File: config.mk
export PLATFORM = sky130hd
export DESIGN_NAME = cfg_inval_seq
export DESIGN_NICKNAME = d
export VERILOG_FILES = /design/src/rtl/cfg_inval_pkg.sv /design/src/rtl/cfg_inval_decode.sv /design/src/rtl/cfg_inval_walk_ctr.sv /design/src/rtl/cfg_inval_fanout.sv /design/src/rtl/cfg_inval_seq.sv
export SDC_FILE = /design/constraint.sdc
export NUM_CORES = 1
export LEC_CHECK = 0
export CAP_MARGIN = 5
export CORE_UTILIZATION = 60
export DETAILED_ROUTE_END_ITERATION = 10
export GPL_TIMING_DRIVEN = 0
export PLACE_DENSITY = 0.85
export SETUP_SLACK_MARGIN = 0.5
export SYNTH_ARGS = -nofsm -noshare
export SYNTH_HDL_FRONTEND = slang
export SYNTH_HIERARCHICAL = 1
export SYNTH_SLANG_ARGS = --single-unit
File: constraint.sdc
create_clock -name clk -period 11.8 [get_ports clk]
set_input_delay 1.18 -clock clk [delete_from_list [all_inputs] [get_ports clk]]
set_output_delay 1.18 -clock clk [all_outputs]
set_load 0.01 [all_outputs]
File: src/rtl/cfg_inval_pkg.sv
package cfg_inval_pkg;

    // command codes
    localparam logic [2:0] CMD_ONE_SID   = 3'd1;
    localparam logic [2:0] CMD_SID_RANGE = 3'd2;
    localparam logic [2:0] CMD_SID_SSID  = 3'd3;
    localparam logic [2:0] CMD_SID_ALLSS = 3'd4;

    // strobe kind on inv_op
    typedef enum logic [1:0] {
        INV_BY_SID      = 2'd0,
        INV_BY_SID_SSID = 2'd1,
        INV_EVERYTHING  = 2'd2
    } inv_kind_e;

    // how the controller handles an accepted command
    typedef enum logic [1:0] {
        PLAN_SINGLE = 2'd0,
        PLAN_WALK   = 2'd1,
        PLAN_NONE   = 2'd2
    } cmd_plan_e;

    typedef enum logic {
        ST_IDLE = 1'b0,
        ST_WALK = 1'b1
    } seq_state_e;

endpackage

File: src/rtl/cfg_inval_decode.sv
module cfg_inval_decode
    import cfg_inval_pkg::*;
#(
    parameter int SID_W   = 32,
    parameter int SSID_W  = 20,
    parameter int RANGE_W = 5
) (
    input  logic [2:0]         op,
    input  logic [SID_W-1:0]   sid,
    input  logic [SSID_W-1:0]  ssid,
    input  logic [RANGE_W-1:0] rng,
    output cmd_plan_e          plan,
    output inv_kind_e          single_kind,
    output logic [SID_W-1:0]   single_sid,
    output logic [SSID_W-1:0]  single_ssid,
    output logic [SID_W-1:0]   walk_first,
    output logic [SID_W-1:0]   walk_last
);
    localparam logic [RANGE_W-1:0] RANGE_ALL = {RANGE_W{1'b1}};

    logic [RANGE_W:0] shamt;
    logic [SID_W:0]   span_mask;

    assign shamt      = {1'b0, rng} + 1'b1;
    assign span_mask  = ({{SID_W{1'b0}}, 1'b1} << shamt) - 1'b1;
    assign walk_first = sid & ~span_mask[SID_W-1:0];
    assign walk_last  = walk_first | span_mask[SID_W-1:0];

    always_comb begin
        plan        = PLAN_NONE;
        single_kind = INV_BY_SID;
        single_sid  = sid;
        single_ssid = '0;
        unique case (op)
            CMD_ONE_SID, CMD_SID_ALLSS: begin
                plan = PLAN_SINGLE;
            end
            CMD_SID_SSID: begin
                plan        = PLAN_SINGLE;
                single_kind = INV_BY_SID_SSID;
                single_ssid = ssid;
            end
            CMD_SID_RANGE: begin
                if (rng == RANGE_ALL) begin
                    plan        = PLAN_SINGLE;
                    single_kind = INV_EVERYTHING;
                    single_sid  = '0;
                end else begin
                    plan = PLAN_WALK;
                end
            end
            default: plan = PLAN_NONE;
        endcase
    end

endmodule

File: src/rtl/cfg_inval_walk_ctr.sv
module cfg_inval_walk_ctr #(
    parameter int SID_W = 32
) (
    input  logic             clk,
    input  logic             rst_n,
    input  logic             load,
    input  logic [SID_W-1:0] first,
    input  logic [SID_W-1:0] last,
    input  logic             step,
    output logic [SID_W-1:0] cur,
    output logic             at_last
);
    // one spare bit so first+1 at the top of the ID space cannot wrap
    localparam int CW = SID_W + 1;

    logic [CW-1:0] cnt_q;
    logic [CW-1:0] lim_q;

    always_ff @(posedge clk or negedge rst_n) begin
        if (!rst_n) begin
            cnt_q <= '0;
            lim_q <= '0;
        end else if (load) begin
            cnt_q <= {1'b0, first} + 1'b1;
            lim_q <= {1'b0, last};
        end else if (step) begin
            cnt_q <= cnt_q + 1'b1;
        end
    end

    assign cur     = cnt_q[SID_W-1:0];
    assign at_last = (cnt_q == lim_q);

endmodule

File: src/rtl/cfg_inval_fanout.sv
module cfg_inval_fanout #(
    parameter int NUM_DEV = 4
) (
    input  logic               strobe,
    output logic [NUM_DEV-1:0] micro_vld,
    output logic [NUM_DEV-1:0] main_vld
);
    for (genvar d = 0; d < NUM_DEV; d++) begin : g_dev
        assign micro_vld[d] = strobe;
        assign main_vld[d]  = strobe;
    end

endmodule

File: src/rtl/cfg_inval_seq.sv
module cfg_inval_seq
    import cfg_inval_pkg::*;
#(
    parameter int NUM_DEV = 4,
    parameter int SID_W   = 32,
    parameter int SSID_W  = 20,
    parameter int RANGE_W = 5
) (
    input  logic               clk,
    input  logic               rst_n,
    input  logic               cmd_valid,
    output logic               cmd_ready,
    input  logic [2:0]         cmd_op,
    input  logic [SID_W-1:0]   cmd_sid,
    input  logic [SSID_W-1:0]  cmd_ssid,
    input  logic [RANGE_W-1:0] cmd_range,
    output logic               cc_inv_vld,
    output logic [NUM_DEV-1:0] utlb_inv_vld,
    output logic [NUM_DEV-1:0] mtlb_inv_vld,
    output logic [1:0]         inv_op,
    output logic [SID_W-1:0]   inv_sid,
    output logic [SSID_W-1:0]  inv_ssid,
    output logic               cmd_done
);
    seq_state_e state_q, state_d;

    cmd_plan_e         plan;
    inv_kind_e         single_kind;
    logic [SID_W-1:0]  single_sid;
    logic [SSID_W-1:0] single_ssid;
    logic [SID_W-1:0]  walk_first;
    logic [SID_W-1:0]  walk_last;
    logic [SID_W-1:0]  walk_cur;
    logic              walk_at_last;
    logic              accept;

    logic              vld_q;
    inv_kind_e         op_q;
    logic [SID_W-1:0]  sid_q;
    logic [SSID_W-1:0] ssid_q;
    logic              done_q;

    cfg_inval_decode #(
        .SID_W  (SID_W),
        .SSID_W (SSID_W),
        .RANGE_W(RANGE_W)
    ) u_dec (
        .op         (cmd_op),
        .sid        (cmd_sid),
        .ssid       (cmd_ssid),
        .rng        (cmd_range),
        .plan       (plan),
        .single_kind(single_kind),
        .single_sid (single_sid),
        .single_ssid(single_ssid),
        .walk_first (walk_first),
        .walk_last  (walk_last)
    );

    assign cmd_ready = (state_q == ST_IDLE);
    assign accept    = cmd_valid && cmd_ready;

    cfg_inval_walk_ctr #(
        .SID_W(SID_W)
    ) u_ctr (
        .clk    (clk),
        .rst_n  (rst_n),
        .load   (accept && (plan == PLAN_WALK)),
        .first  (walk_first),
        .last   (walk_last),
        .step   (state_q == ST_WALK),
        .cur    (walk_cur),
        .at_last(walk_at_last)
    );

    // state register
    always_ff @(posedge clk or negedge rst_n) begin
        if (!rst_n) state_q <= ST_IDLE;
        else        state_q <= state_d;
    end

    // transitions
    always_comb begin
        state_d = state_q;
        unique case (state_q)
            ST_IDLE: if (accept && (plan == PLAN_WALK)) state_d = ST_WALK;
            ST_WALK: if (walk_at_last)                  state_d = ST_IDLE;
            default: state_d = ST_IDLE;
        endcase
    end

    // registered strobe bundle
    always_ff @(posedge clk or negedge rst_n) begin
        if (!rst_n) begin
            vld_q  <= 1'b0;
            op_q   <= INV_BY_SID;
            sid_q  <= '0;
            ssid_q <= '0;
            done_q <= 1'b0;
        end else begin
            vld_q  <= 1'b0;
            done_q <= 1'b0;
            unique case (state_q)
                ST_IDLE: begin
                    if (accept) begin
                        unique case (plan)
                            PLAN_SINGLE: begin
                                vld_q  <= 1'b1;
                                op_q   <= single_kind;
                                sid_q  <= single_sid;
                                ssid_q <= single_ssid;
                                done_q <= 1'b1;
                            end
                            PLAN_WALK: begin
                                vld_q  <= 1'b1;
                                op_q   <= INV_BY_SID;
                                sid_q  <= walk_first;
                                ssid_q <= '0;
                            end
                            default: done_q <= 1'b1;
                        endcase
                    end
                end
                ST_WALK: begin
                    vld_q  <= 1'b1;
                    op_q   <= INV_BY_SID;
                    sid_q  <= walk_cur;
                    ssid_q <= '0;
                    done_q <= walk_at_last;
                end
                default: ;
            endcase
        end
    end

    cfg_inval_fanout #(
        .NUM_DEV(NUM_DEV)
    ) u_fan (
        .strobe   (vld_q),
        .micro_vld(utlb_inv_vld),
        .main_vld (mtlb_inv_vld)
    );

    assign cc_inv_vld = vld_q;
    assign inv_op     = op_q;
    assign inv_sid    = sid_q;
    assign inv_ssid   = ssid_q;
    assign cmd_done   = done_q;

endmodule

Word-level counts from Yosys, hierarchy flattened
Index checks and enable logic that the tools add are counted.

word-level totals
  register bits = 122
  bits of input ports = 63
  output and inout bits = 65
  logic and storage cells = 60

operators by class
  add/subtract/negate cells = 4
  equal/unequal tests = 9
  shift operators = 1
  muxes and demuxes = 27
  bitwise gates (word level) = 4
  reductions and logical operators = 7

operators by type and width
  kind                     count
  $pmux W32 S2             2
  $mux W32                 3
  $pmux W20 S2             2
  $mux W33                 2
  $mux W20                 2
  $add A32 B1 Y33 const B  1
  $add A33 B1 Y33 const B  1
  $eq A33 B32 Y1           1
  $and A32 B32 Y32         1
  $not A32 Y32             1
  $or A32 B32 Y32          1
  $shl A1 B6 Y32 const A   1
  $sub A32 B1 Y32 const B  1
  $pmux W2 S2              4
  $mux W1                  7
  $add A5 B1 Y6 const B    1
  $eq A3 B2 Y1 const B     2
  $pmux W1 S2              3
  $eq A5 B5 Y1 const B     1
  $mux W2                  2
  $eq A3 B1 Y1 const B     1
  $eq A3 B3 Y1 const B     1
  $ne A3 B1 Y1 const B     1
  $reduce_or A3 Y1         1
  other kinds (8)          9

Logic depth before layout (Yosys ltp)
Gate-level depths: netlist (run 1).

  depth in word-level cells = 8
  depth in mapped cells = 24
  gate-level depth less buffers = 18

Modules after synthesis
Netlist (run 1), hierarchy kept.

modules (own cells, without submodules)
  module              instances  cells each  area an instance (um2)  seq. area each (um2)
  cfg_inval_walk_ctr  1          464         4496.8                  1626.6
  cfg_inval_seq       1          276         2748.9                  1426.4
  cfg_inval_decode    1          284         1690.4                  0.0
  cfg_inval_fanout    1          8           60.1                    0.0

Least setup slack after synthesis (run 1)
Ideal clock, no wire load.

  path type = input -> register
  start point = input port cmd_range[1]
  end point = register u_ctr.cnt_q[28]
  library setup time = 0.141 ns
  data arrival time = 5.725 ns
  required time = 11.659 ns
  setup slack = 5.934 ns
  stages on the path = 24
  path buffers = 9
  cell sequence = buf_2 and2_1 buf_2 nand2_1 inv_1 ha_1 nor4b_1 buf_6 buf_6 inv_1 nor3_2 buf_4 buf_4 buf_2 buf_2 buf_1 mux2_2 ha_1 nand4_1 o22ai_2 nand4_1 nor3_1 xnor2_1 mux2i_1

on the way
  elaborated cells on any way between the ends = 13
  classes of those cells = 3 x add/sub; 2 x eq/ne; 1 x shift; 3 x mux; 2 x bitwise; 2 x reduce/logical

RTL lines
  what                                                   RTL line                  RTL
  start: declaration                                     cfg_inval_seq.sv:16       input logic [RANGE_W-1:0] cmd_range,
  $eq A5 B5 Y1 (*)                                       cfg_inval_decode.sv:44    if (rng == RANGE_ALL) begin
  $mux W1 (*)                                            cfg_inval_decode.sv:44
  $pmux W2 S2 (*)                                        cfg_inval_decode.sv:34    unique case (op)
  named net plan[0]                                      cfg_inval_seq.sv:27       cmd_plan_e plan;
  $eq A2 B1 Y1 (*)                                       cfg_inval_seq.sv:68       .load (accept && (plan == PLAN_WALK)),
  $logic_and A1 B1 Y1 (*)                                cfg_inval_seq.sv:68
  $mux W33 / $reduce_bool A2 Y1 (equally long branches)  -
  end signal: assignment                                 cfg_inval_walk_ctr.sv:24  cnt_q <= {1'b0, first} + 1'b1;
  end signal: assignment                                 cfg_inval_walk_ctr.sv:27  cnt_q <= cnt_q + 1'b1;
  end: declaration                                       cfg_inval_walk_ctr.sv:16  logic [CW-1:0] cnt_q;

The timed path passes the listed nets; every way through them passes the cells marked *.
A chain may end at the register's enable or synchronous reset.

Worst setup path in the final report (run 1)
  start point = input port cmd_range[0]
  end point = register u_ctr.cnt_q[32]

The elaborated chain is that of the path after synthesis.

==> summary.md, run 1 <==
| Metric | Value |
|---|---|
| Setup slack of the most critical reg-to-reg path | `a little over 6 ns` |
| Horizontal die dimension | `roughly 120 um` |
| Ratio of cells with drive above 1 in the final layout | `about 14%` |
| Placed Area | `between 10000 and 15000 sq um` |
| Maximum achievable frequency | `approximately 0.12 GHz` |
| Count of max-cap constraint violations | `0` |
| Status | `completed` |
| Total via count after detailed routing | `slightly below 9000` |
| Synth Net Count | `1098` |
| Final cell count without fillers | `1374` |
| TritonCTS buffer count | `17` |
| Pin count of the biggest net entering global routing | `64` |
| Endpoint class of the critical path | `flip-flop` |
| Timing startpoint of the critical path | `cmd_range[0]` |
| Detail Route Antenna Nets | `0` |
| Synthesized area divided by synthesized cell count | `~8.7 sq um` |
| Final period demand of the worst path | `between 8 and 9 ns` |
| Number of buffers added on ports | `roughly 130` |
| Maximum fanout along the worst path | `10` |
| Top cell type by total area after synthesis | `sky130_fd_sc_hd__dfrtp_1` |
| Total Neg Setup Slack | `0 ns` |
| Ports | `128` |
| Seq cells post-synth | `122` |
| Cell area after synthesis | `~9000 sq um` |
| Initial DRT Pass Iterations | `7` |
| Number of global-route vias before repair | `8604` |
| Core Area | `between 10000 and 15000 sq um` |
| Inst Count DP | `1343` |
| Initial antenna violation count | `1` |
| Worst Path Arrival | `between 8 and 9 ns` |
| Pwr Density | `around 180 nW/um^2` |
| Starting Density | `about 62%` |
| Count of hold buffers inserted by post-cts repair | `0` |
| Iter 0 DRT Violations | `around 1000` |
| Measured slew at the worst slew-check pin | `approximately 1.1 ns` |
| Number of hold-slack violations in the final timing report | `0` |
| Critical R2R Capture | `u_ctr/cnt_q[32]` |
| Worst setup path endpoint | `u_ctr/cnt_q[32]` |
| Classification of the worst setup path | `in -> reg` |
| Number of setup buffers added after CTS | `0` |
| Min-delay worst type | `reg -> reg` |
| Cell with the most instances after synthesis | `sky130_fd_sc_hd__dfrtp_1` |
| Largest voltage drop on the vdd net | `0.000128 V` |
| Clock tree from TritonCTS | `built` |
| Power consumption | `approximately 2 mW` |
| Unique cell type count in the Yosys netlist | `73` |
| Depth of the CTS H-tree | `4` |
| Required arrival time at the worst endpoint | `approximately 12 ns` |
| Final Max Slew Viols | `0` |
| Chip height | `between 100 and 150 um` |
| Launch instance of the worst register-to-register path | `state_q` |
| Design area | `about 11000 sq um` |
| Grt ovf | `0` |
| Mean routed wirelength per cell | `between 20 and 25 um` |
| Post-CTS clock slew at the launch and capture registers of the worst setup and hold paths | `around 0.06 ns` |
| Clk_lat worst skew | `approximately 0.43 ns` |
| Worst clock skew | `between 0.009 and 0.01 ns` |
| Die ar. | `about 15000 sq um` |
| Layout overhead on the synthesized area | `23.7%` |
| Final period utilization | `68.6%` |
| Share of synthesized flip-flops with an asynchronous set or reset | `100%` |
| Count of mapped cells out of synthesis | `about 1000` |
| DRC | `0` |
| Global-route wire length before repair | `48.1 mm` |
| DP Wirelength | `22.5 mm` |
| Antenna diodes | `0` |
| Unrepaired setup endpoints after global routing | `no` |
| Total number of yosys warnings | `6` |
| Detailed-route wire length | `just over 30 mm` |
| Ranking of synthesized cells by area | `sky130_fd_sc_hd__dfrtp_1, sky130_fd_sc_hd__xor2_1, sky130_fd_sc_hd__xnor2_1` |
| RePlAce Congestion | `0.981` |
| Max transition margin | `a little over a quarter` |
| Type of element launching the critical path | `input port` |
| CTS Buffer Depth | `2` |
| Share of the yosys chip area belonging to registers | `around a third` |
| R2R cell count | `15` |
| Commonest cells in the synthesized netlist | `sky130_fd_sc_hd__dfrtp_1, sky130_fd_sc_hd__nand2_1, sky130_fd_sc_hd__nor2b_1, sky130_fd_sc_hd__o21ai_0, sky130_fd_sc_hd__xor2_1` |
| Leakage power summed over all cells | `about 4.5 nW` |
| Total routing resource utilization after global routing | `40.4%` |
| Via/cell ratio | `roughly 6.4` |
| Number of gates resized after cts | `0` |
| Top cell type's share of synthesized area | `33.9%` |
| Number of placement rows | `44` |
| Most used flip-flop cell after synthesis | `sky130_fd_sc_hd__dfrtp_1` |
| Root Buffer | `sky130_fd_sc_hd__clkbuf_16` |
| NumNets Final | `1244` |
| Clock tree sinks | `122` |
| Final setup violating endpoints | `0` |
| Number of enable flip-flop cells after synthesis | `0` |
[layout by cell type (no fill, tap or decap), types with 4 or more instances in the layout]
cell	Yosys	final
sky130_fd_sc_hd__a211oi_1	33	33
sky130_fd_sc_hd__a21oi_1	17	17
sky130_fd_sc_hd__a22o_1	22	22
sky130_fd_sc_hd__a22oi_1	10	10
sky130_fd_sc_hd__and2_1	43	43
sky130_fd_sc_hd__and3_1	8	8
sky130_fd_sc_hd__and3b_1	5	5
sky130_fd_sc_hd__and4_1	5	5
sky130_fd_sc_hd__buf_1	6	6
sky130_fd_sc_hd__buf_2	26	27
sky130_fd_sc_hd__buf_4	49	49
sky130_fd_sc_hd__buf_6	8	9
sky130_fd_sc_hd__bufinv_16	0	4
sky130_fd_sc_hd__clkbuf_1	18	20
sky130_fd_sc_hd__clkbuf_16	0	17
sky130_fd_sc_hd__clkdlybuf4s50_1	0	124
sky130_fd_sc_hd__dfrtp_1	122	122
sky130_fd_sc_hd__inv_1	15	15
sky130_fd_sc_hd__mux2_2	35	35
sky130_fd_sc_hd__mux2i_1	20	20
sky130_fd_sc_hd__nand2_1	100	100
sky130_fd_sc_hd__nand2b_1	25	25
sky130_fd_sc_hd__nand3_1	42	42
sky130_fd_sc_hd__nand3b_1	18	18
sky130_fd_sc_hd__nand4_1	20	20
sky130_fd_sc_hd__nor2_1	42	42
sky130_fd_sc_hd__nor2b_1	66	66
sky130_fd_sc_hd__nor3_1	6	6
sky130_fd_sc_hd__nor3b_1	7	7
sky130_fd_sc_hd__nor4_1	8	8
sky130_fd_sc_hd__o21ai_0	59	59
sky130_fd_sc_hd__o21ai_1	31	31
sky130_fd_sc_hd__or2_2	4	4
sky130_fd_sc_hd__or3_1	5	5
sky130_fd_sc_hd__xnor2_1	49	49
sky130_fd_sc_hd__xor2_1	50	50
[power by group]
group          leakage [nW]  total (mW)  internal, mW  switching [mW]
combinational          2.62       0.782         0.391           0.391
clock                 0.296       0.558         0.357           0.201
sequential             1.54       0.708         0.557           0.151
[stage by stage]
step           utilization [%]  setup slack, ns  hold WS, ns
6_report                  76.3             3.70        0.505
3_5_place_dp              72.0             3.52        0.490
5_1_grt                   76.3             3.46        0.526
2_1_floorplan                -             5.93        0.501
4_1_cts                   76.3             3.96        0.507
3_3_place_gp              71.8             3.61        0.487
[cells by family after synthesis]
| group | share of synthesized area (%) |
|---|---|
| AO/OA/AOI/OAI | 15.0 |
| XOR/XNOR | 9.64 |
| adder cells (fa/ha/maj) | 0.417 |
| buffers and inverters | 8.26 |
| flip-flops | 33.9 |
| multiplexers | 6.77 |
| AND/OR/NAND/NOR | 26.0 |
[area by class of cell]
cell class / instances / area (sq um)
inverter: 16 / 60.1
fill: 1058 / 3460
tap: 184 / 230
sequential: 122 / 3050
timing repair buffer: 127 / 1280
clock inverter: 11 / 171
buffer: 108 / 683
clock buffer: 20 / 447
multi-input combinational: 786 / 5200
[sequential cells by signal, summed over array words and instances (netlist names)]
name / flops
inv_op: 2
cc_inv_vld: 1
u_ctr/lim_q: 32
inv_ssid: 20
cmd_done: 1
inv_sid: 32
u_ctr/cnt_q: 33
state_q: 1
[worst max-delay path: stages]
cell	delay [ns]
sky130_fd_sc_hd__clkdlybuf4s50_1	0.48
sky130_fd_sc_hd__buf_6	0.17
sky130_fd_sc_hd__and2_1	0.14
sky130_fd_sc_hd__buf_2	0.18
sky130_fd_sc_hd__nand2_1	0.15
sky130_fd_sc_hd__inv_1	0.06
sky130_fd_sc_hd__ha_1	0.26
sky130_fd_sc_hd__nor4b_1	0.54
sky130_fd_sc_hd__buf_6	0.27
sky130_fd_sc_hd__buf_6	0.19
sky130_fd_sc_hd__inv_1	0.08
sky130_fd_sc_hd__nor3_2	0.67
sky130_fd_sc_hd__buf_4	0.32
sky130_fd_sc_hd__buf_4	0.23
sky130_fd_sc_hd__buf_2	0.30
sky130_fd_sc_hd__buf_2	0.27
sky130_fd_sc_hd__buf_1	0.59
sky130_fd_sc_hd__mux2_2	0.29
sky130_fd_sc_hd__ha_1	0.28
sky130_fd_sc_hd__nand4_1	0.18
sky130_fd_sc_hd__o22ai_2	0.44
sky130_fd_sc_hd__nand4_1	0.44
sky130_fd_sc_hd__nor2_1	0.31
sky130_fd_sc_hd__nand3_1	0.17
sky130_fd_sc_hd__xnor2_1	0.17
[how the worst min path moves through the flow]
stage / startpoint / end / slack [ns] / cells after the start
after floorplan: u_ctr/lim_q[22] / u_ctr/lim_q[22] / 0.50 / 1
after global placement: inv_ssid[11] / inv_ssid[11] / 0.49 / 1
after detailed placement: inv_ssid[8] / inv_ssid[8] / 0.49 / 1
after CTS: inv_ssid[9] / inv_ssid[9] / 0.51 / 1
after global routing: inv_ssid[19] / inv_ssid[19] / 0.53 / 1
final: inv_ssid[8] / inv_ssid[8] / 0.51 / 1
[layer usage]
| layer | vias up | part of all wire, % | GRT usage [%] |
|---|---|---|---|
| li1 | 3878 | - | - |
| met3 | 121 | 11 | 12.2 |
| met5 | - | 0 | 0 |
| met2 | 553 | 45 | 62.9 |
| met1 | 4242 | 39 | 50.7 |
| met4 | 0 | 4.4 | 20.1 |
(Power assumes the default switching activity.)
==> inputs of run 2 (changes only) <==
Settings changed: CORE_UTILIZATION 60 to 51, PLACE_DENSITY 0.85 to 0.76.
Clock period 11.8 ns to 7.39 ns, I/O delays scaled along.
==> summary.md, run 2 (synthesis gave the netlist of run 1 again) <==
| Metric | Value |
|---|---|
| Critical R2R Capture | `u_ctr/cnt_q[28]` |
| Part of the total power dissipated in sequential elements | `34.8% (+0.2 points)` |
| Final setup violating endpoints | `0 (unchanged)` |
| Setup slack after layout | `0.933 ns (-2.77 ns)` |
| Classification of the worst setup path | `in -> reg` |
| Register with the most flip-flops | `u_ctr/cnt_q` |
| Clock tree from TritonCTS | `built` |
| Timing startpoint of the critical path | `cmd_range[0]` |
| Count of max-cap constraint violations | `0 (unchanged)` |
| Global-route wire length before repair | `46.5 mm (-3.2%)` |
| Number of global-route vias before repair | `8089 (-6.0%)` |
| Internal power consumption | `2.07 mW (+58%)` |
| TritonCTS buffer count | `17 (unchanged)` |
| Worst Path Arrival | `6.74 ns (-1.66 ns)` |
| Antenna diodes | `0 (unchanged)` |
| Pwr Density | `290 nW/um^2 (+57%)` |
| Final Max Slew Viols | `0 (unchanged)` |
| Initial DRT Pass Iterations | `6 (-1)` |
| R2R cell count | `15 (unchanged)` |
| Grt ovf | `0 (unchanged)` |
| DP Wirelength | `22.5 mm (+0.10%)` |
| Power consumption | `3.25 mW (+59%)` |
| Measured slew at the worst slew-check pin | `1.14 ns (+0.0349 ns)` |
| Status | `completed` |
| Ports | `128 (unchanged)` |
| Pin count of the biggest net entering global routing | `66 (+3.1%)` |
| Mean routed wirelength per cell | `21.4 um (-5.0%)` |
| Min-delay worst type | `in -> async` |
| Maximum achievable frequency | `roughly 0.15 GHz` |
| Horizontal die dimension | `135 um (+8.3%)` |
| Core Area | `17200 sq um (+18%)` |
| Via/cell ratio | `6.04 (-5.6%)` |
| Top library cells by usage in the layout, fill and taps aside | `sky130_fd_sc_hd__clkdlybuf4s50_1, sky130_fd_sc_hd__dfrtp_1, sky130_fd_sc_hd__nand2_1` |
| Required arrival time at the worst endpoint | `7.67 ns (-4.44 ns)` |
| Endpoint class of the critical path | `flip-flop` |
| Starting Density | `52.2% (-9.5 points)` |
| Ratio of cells with drive above 1 in the final layout | `14.7% (+0.55 points)` |
| Final period demand of the worst path | `roughly 6.5 ns` |
| Root Buffer | `sky130_fd_sc_hd__clkbuf_16` |
| Pre-CTS WS | `-0.379 ns (-3.90 ns)` |
| Net switching power figure | `1.18 mW (+59%)` |
| Layout overhead on the synthesized area | `24.7%` |
| DRC | `0 (unchanged)` |
| Worst setup path endpoint | `u_ctr/cnt_q[28]` |
| Total via count after detailed routing | `8563 (-2.6%)` |
| Chip height | `135 um (+8.3%)` |
| CTS Buffer Depth | `2 (unchanged)` |
| Number of flip-flops in the largest register | `33 (unchanged)` |
| Worst clock skew | `0.00681 ns (-0.00277 ns)` |
| Final period utilization | `between 80 and 90%` |
| Gate power share | `38.0% (-0.2 points)` |
| Clock tree sinks | `122 (unchanged)` |
| Detailed-route wire length | `30.3 mm (-2.0%)` |
| Number of buffers added on ports | `125 (unchanged)` |
| Max transition margin | `24.1% (-2.3 points)` |
| Largest voltage drop on the vdd net | `0.000186 V (+45%)` |
| Number of placement rows | `48 (+9.1%)` |
| Detail Route Antenna Nets | `0 (unchanged)` |
| Number of hold-slack violations in the final timing report | `0 (unchanged)` |
| Total routing resource utilization after global routing | `34.1% (-6.3 points)` |
| Most common cell after layout, fill and taps aside | `sky130_fd_sc_hd__clkdlybuf4s50_1` |
| NumNets Final | `1246 (+0.16%)` |
| Leakage power summed over all cells | `4.48 nW (+0.42%)` |
| RePlAce Congestion | `0.972 (-0.89%)` |
| Number of filler cells placed in the layout | `1485 (+40%)` |
| Initial antenna violation count | `0 (-1)` |
| Launch instance of the worst register-to-register path | `state_q` |
| Setup slack of the most critical reg-to-reg path | `2.83 ns (-3.40 ns)` |
| Clk_lat worst skew | `0.43 ns (about the same)` |
| Switching fraction of total power | `36.4% (+0.17 points)` |
| Iter 0 DRT Violations | `898 (-11%)` |
| Maximum fanout along the worst path | `10 (unchanged)` |
| Die ar. | `18200 sq um (+17%)` |
| Post-CTS clock slew at the launch and capture registers of the worst setup and hold paths | `0.06 ns (about the same)` |
| Unrepaired setup endpoints after global routing | `no` |
| Clock share of power | `27.2% (about the same)` |
| Depth of the CTS H-tree | `4 (unchanged)` |
| Type of element launching the critical path | `input port` |
run 2: routing by layer:
layer  track usage, %  up-vias  wire length (um)
met5                0        -                 0
met4             15.3        0              1150
met3             5.71       82              2380
met2             53.2      423             13800
met1             46.4     4181             13000
li1                 -     3877                 -
run 2: cell type report:
class | instances | area, sq um | share of cell area, %
plain buffers | 108 | 684 | 6.10
clock buffers | 19 | 453 | 4.04
clock inverters | 13 | 169 | 1.51
inverters | 16 | 60.1 | 0.535
multi-input cells | 786 | 5220 | 46.5
flip-flops and latches | 122 | 3050 | 27.2
well taps | 225 | 282 | 2.51
repair buffers | 129 | 1300 | 11.6
run 2: power by group through the flow:
stage,clock [mW],combinational [mW],sequential (mW)
global placement,0,1.19,1.13
floorplan,0,0.717,1.10
finish,0.885,1.23,1.13
global route,0.914,1.32,1.16
CTS,0.884,1.22,1.12
detailed placement,0,1.21,1.13
run 2: repair_timing:
item / in CTS / in global routing
gates resized for setup: 3 / 1
setup buffers: 0 / 2
pin swaps: 0 / 1
setup endpoints to repair: 9 / 5
hold buffers: 0 / 0
run 2: worst min path at each step:
stage                        to         from
floorplan            cc_inv_vld        rst_n
global placement      inv_op[1]    inv_op[1]
detailed placement  inv_ssid[5]  inv_ssid[5]
CTS                 inv_ssid[6]        rst_n
global route        inv_ssid[4]        rst_n
finish              inv_ssid[4]        rst_n
run 2: metrics by stage:
stage | setup TNS, ns | instance area, sq um | cells | hold slack, ns | util, %
6_report | 0 | 11200 | 1418 | 0.285 | 65.1
5_1_grt | 0 | 11200 | 1418 | 0.325 | 65.1
4_1_cts | 0 | 11200 | 1416 | 0.300 | 65.0
3_5_place_dp | -1.53 | 10600 | 1384 | 0.491 | 61.3
3_3_place_gp | -1.53 | 10500 | 1382 | 0.487 | 61.1
2_1_floorplan | 0 | 9000 | 1032 | 0.443 | -
run 2: worst max-delay path, cell delays in order:
cell and delay (ns):
sky130_fd_sc_hd__clkdlybuf4s50_1 0.47, sky130_fd_sc_hd__buf_6 0.17, sky130_fd_sc_hd__and2_1 0.14, sky130_fd_sc_hd__buf_2 0.17
sky130_fd_sc_hd__nand2_1 0.15, sky130_fd_sc_hd__inv_1 0.06, sky130_fd_sc_hd__ha_1 0.26, sky130_fd_sc_hd__nor4b_2 0.44
sky130_fd_sc_hd__buf_6 0.24, sky130_fd_sc_hd__buf_6 0.19, sky130_fd_sc_hd__inv_1 0.10, sky130_fd_sc_hd__nor3_4 0.19
sky130_fd_sc_hd__buf_4 0.24, sky130_fd_sc_hd__buf_4 0.19, sky130_fd_sc_hd__buf_2 0.27, sky130_fd_sc_hd__buf_2 0.26
sky130_fd_sc_hd__buf_2 0.32, sky130_fd_sc_hd__mux2_2 0.22, sky130_fd_sc_hd__ha_1 0.27, sky130_fd_sc_hd__nand4_1 0.23
sky130_fd_sc_hd__o22ai_4 0.36, sky130_fd_sc_hd__nand4_1 0.41, sky130_fd_sc_hd__nor3_1 0.37, sky130_fd_sc_hd__xnor2_1 0.16
sky130_fd_sc_hd__mux2i_1 0.08
==> inputs of run 3 (changes only) <==
Settings changed: SKIP_LAST_GASP set to 1.
==> results of run 3 <==
Final layout, timing and power as in run 2 (identical DEF).
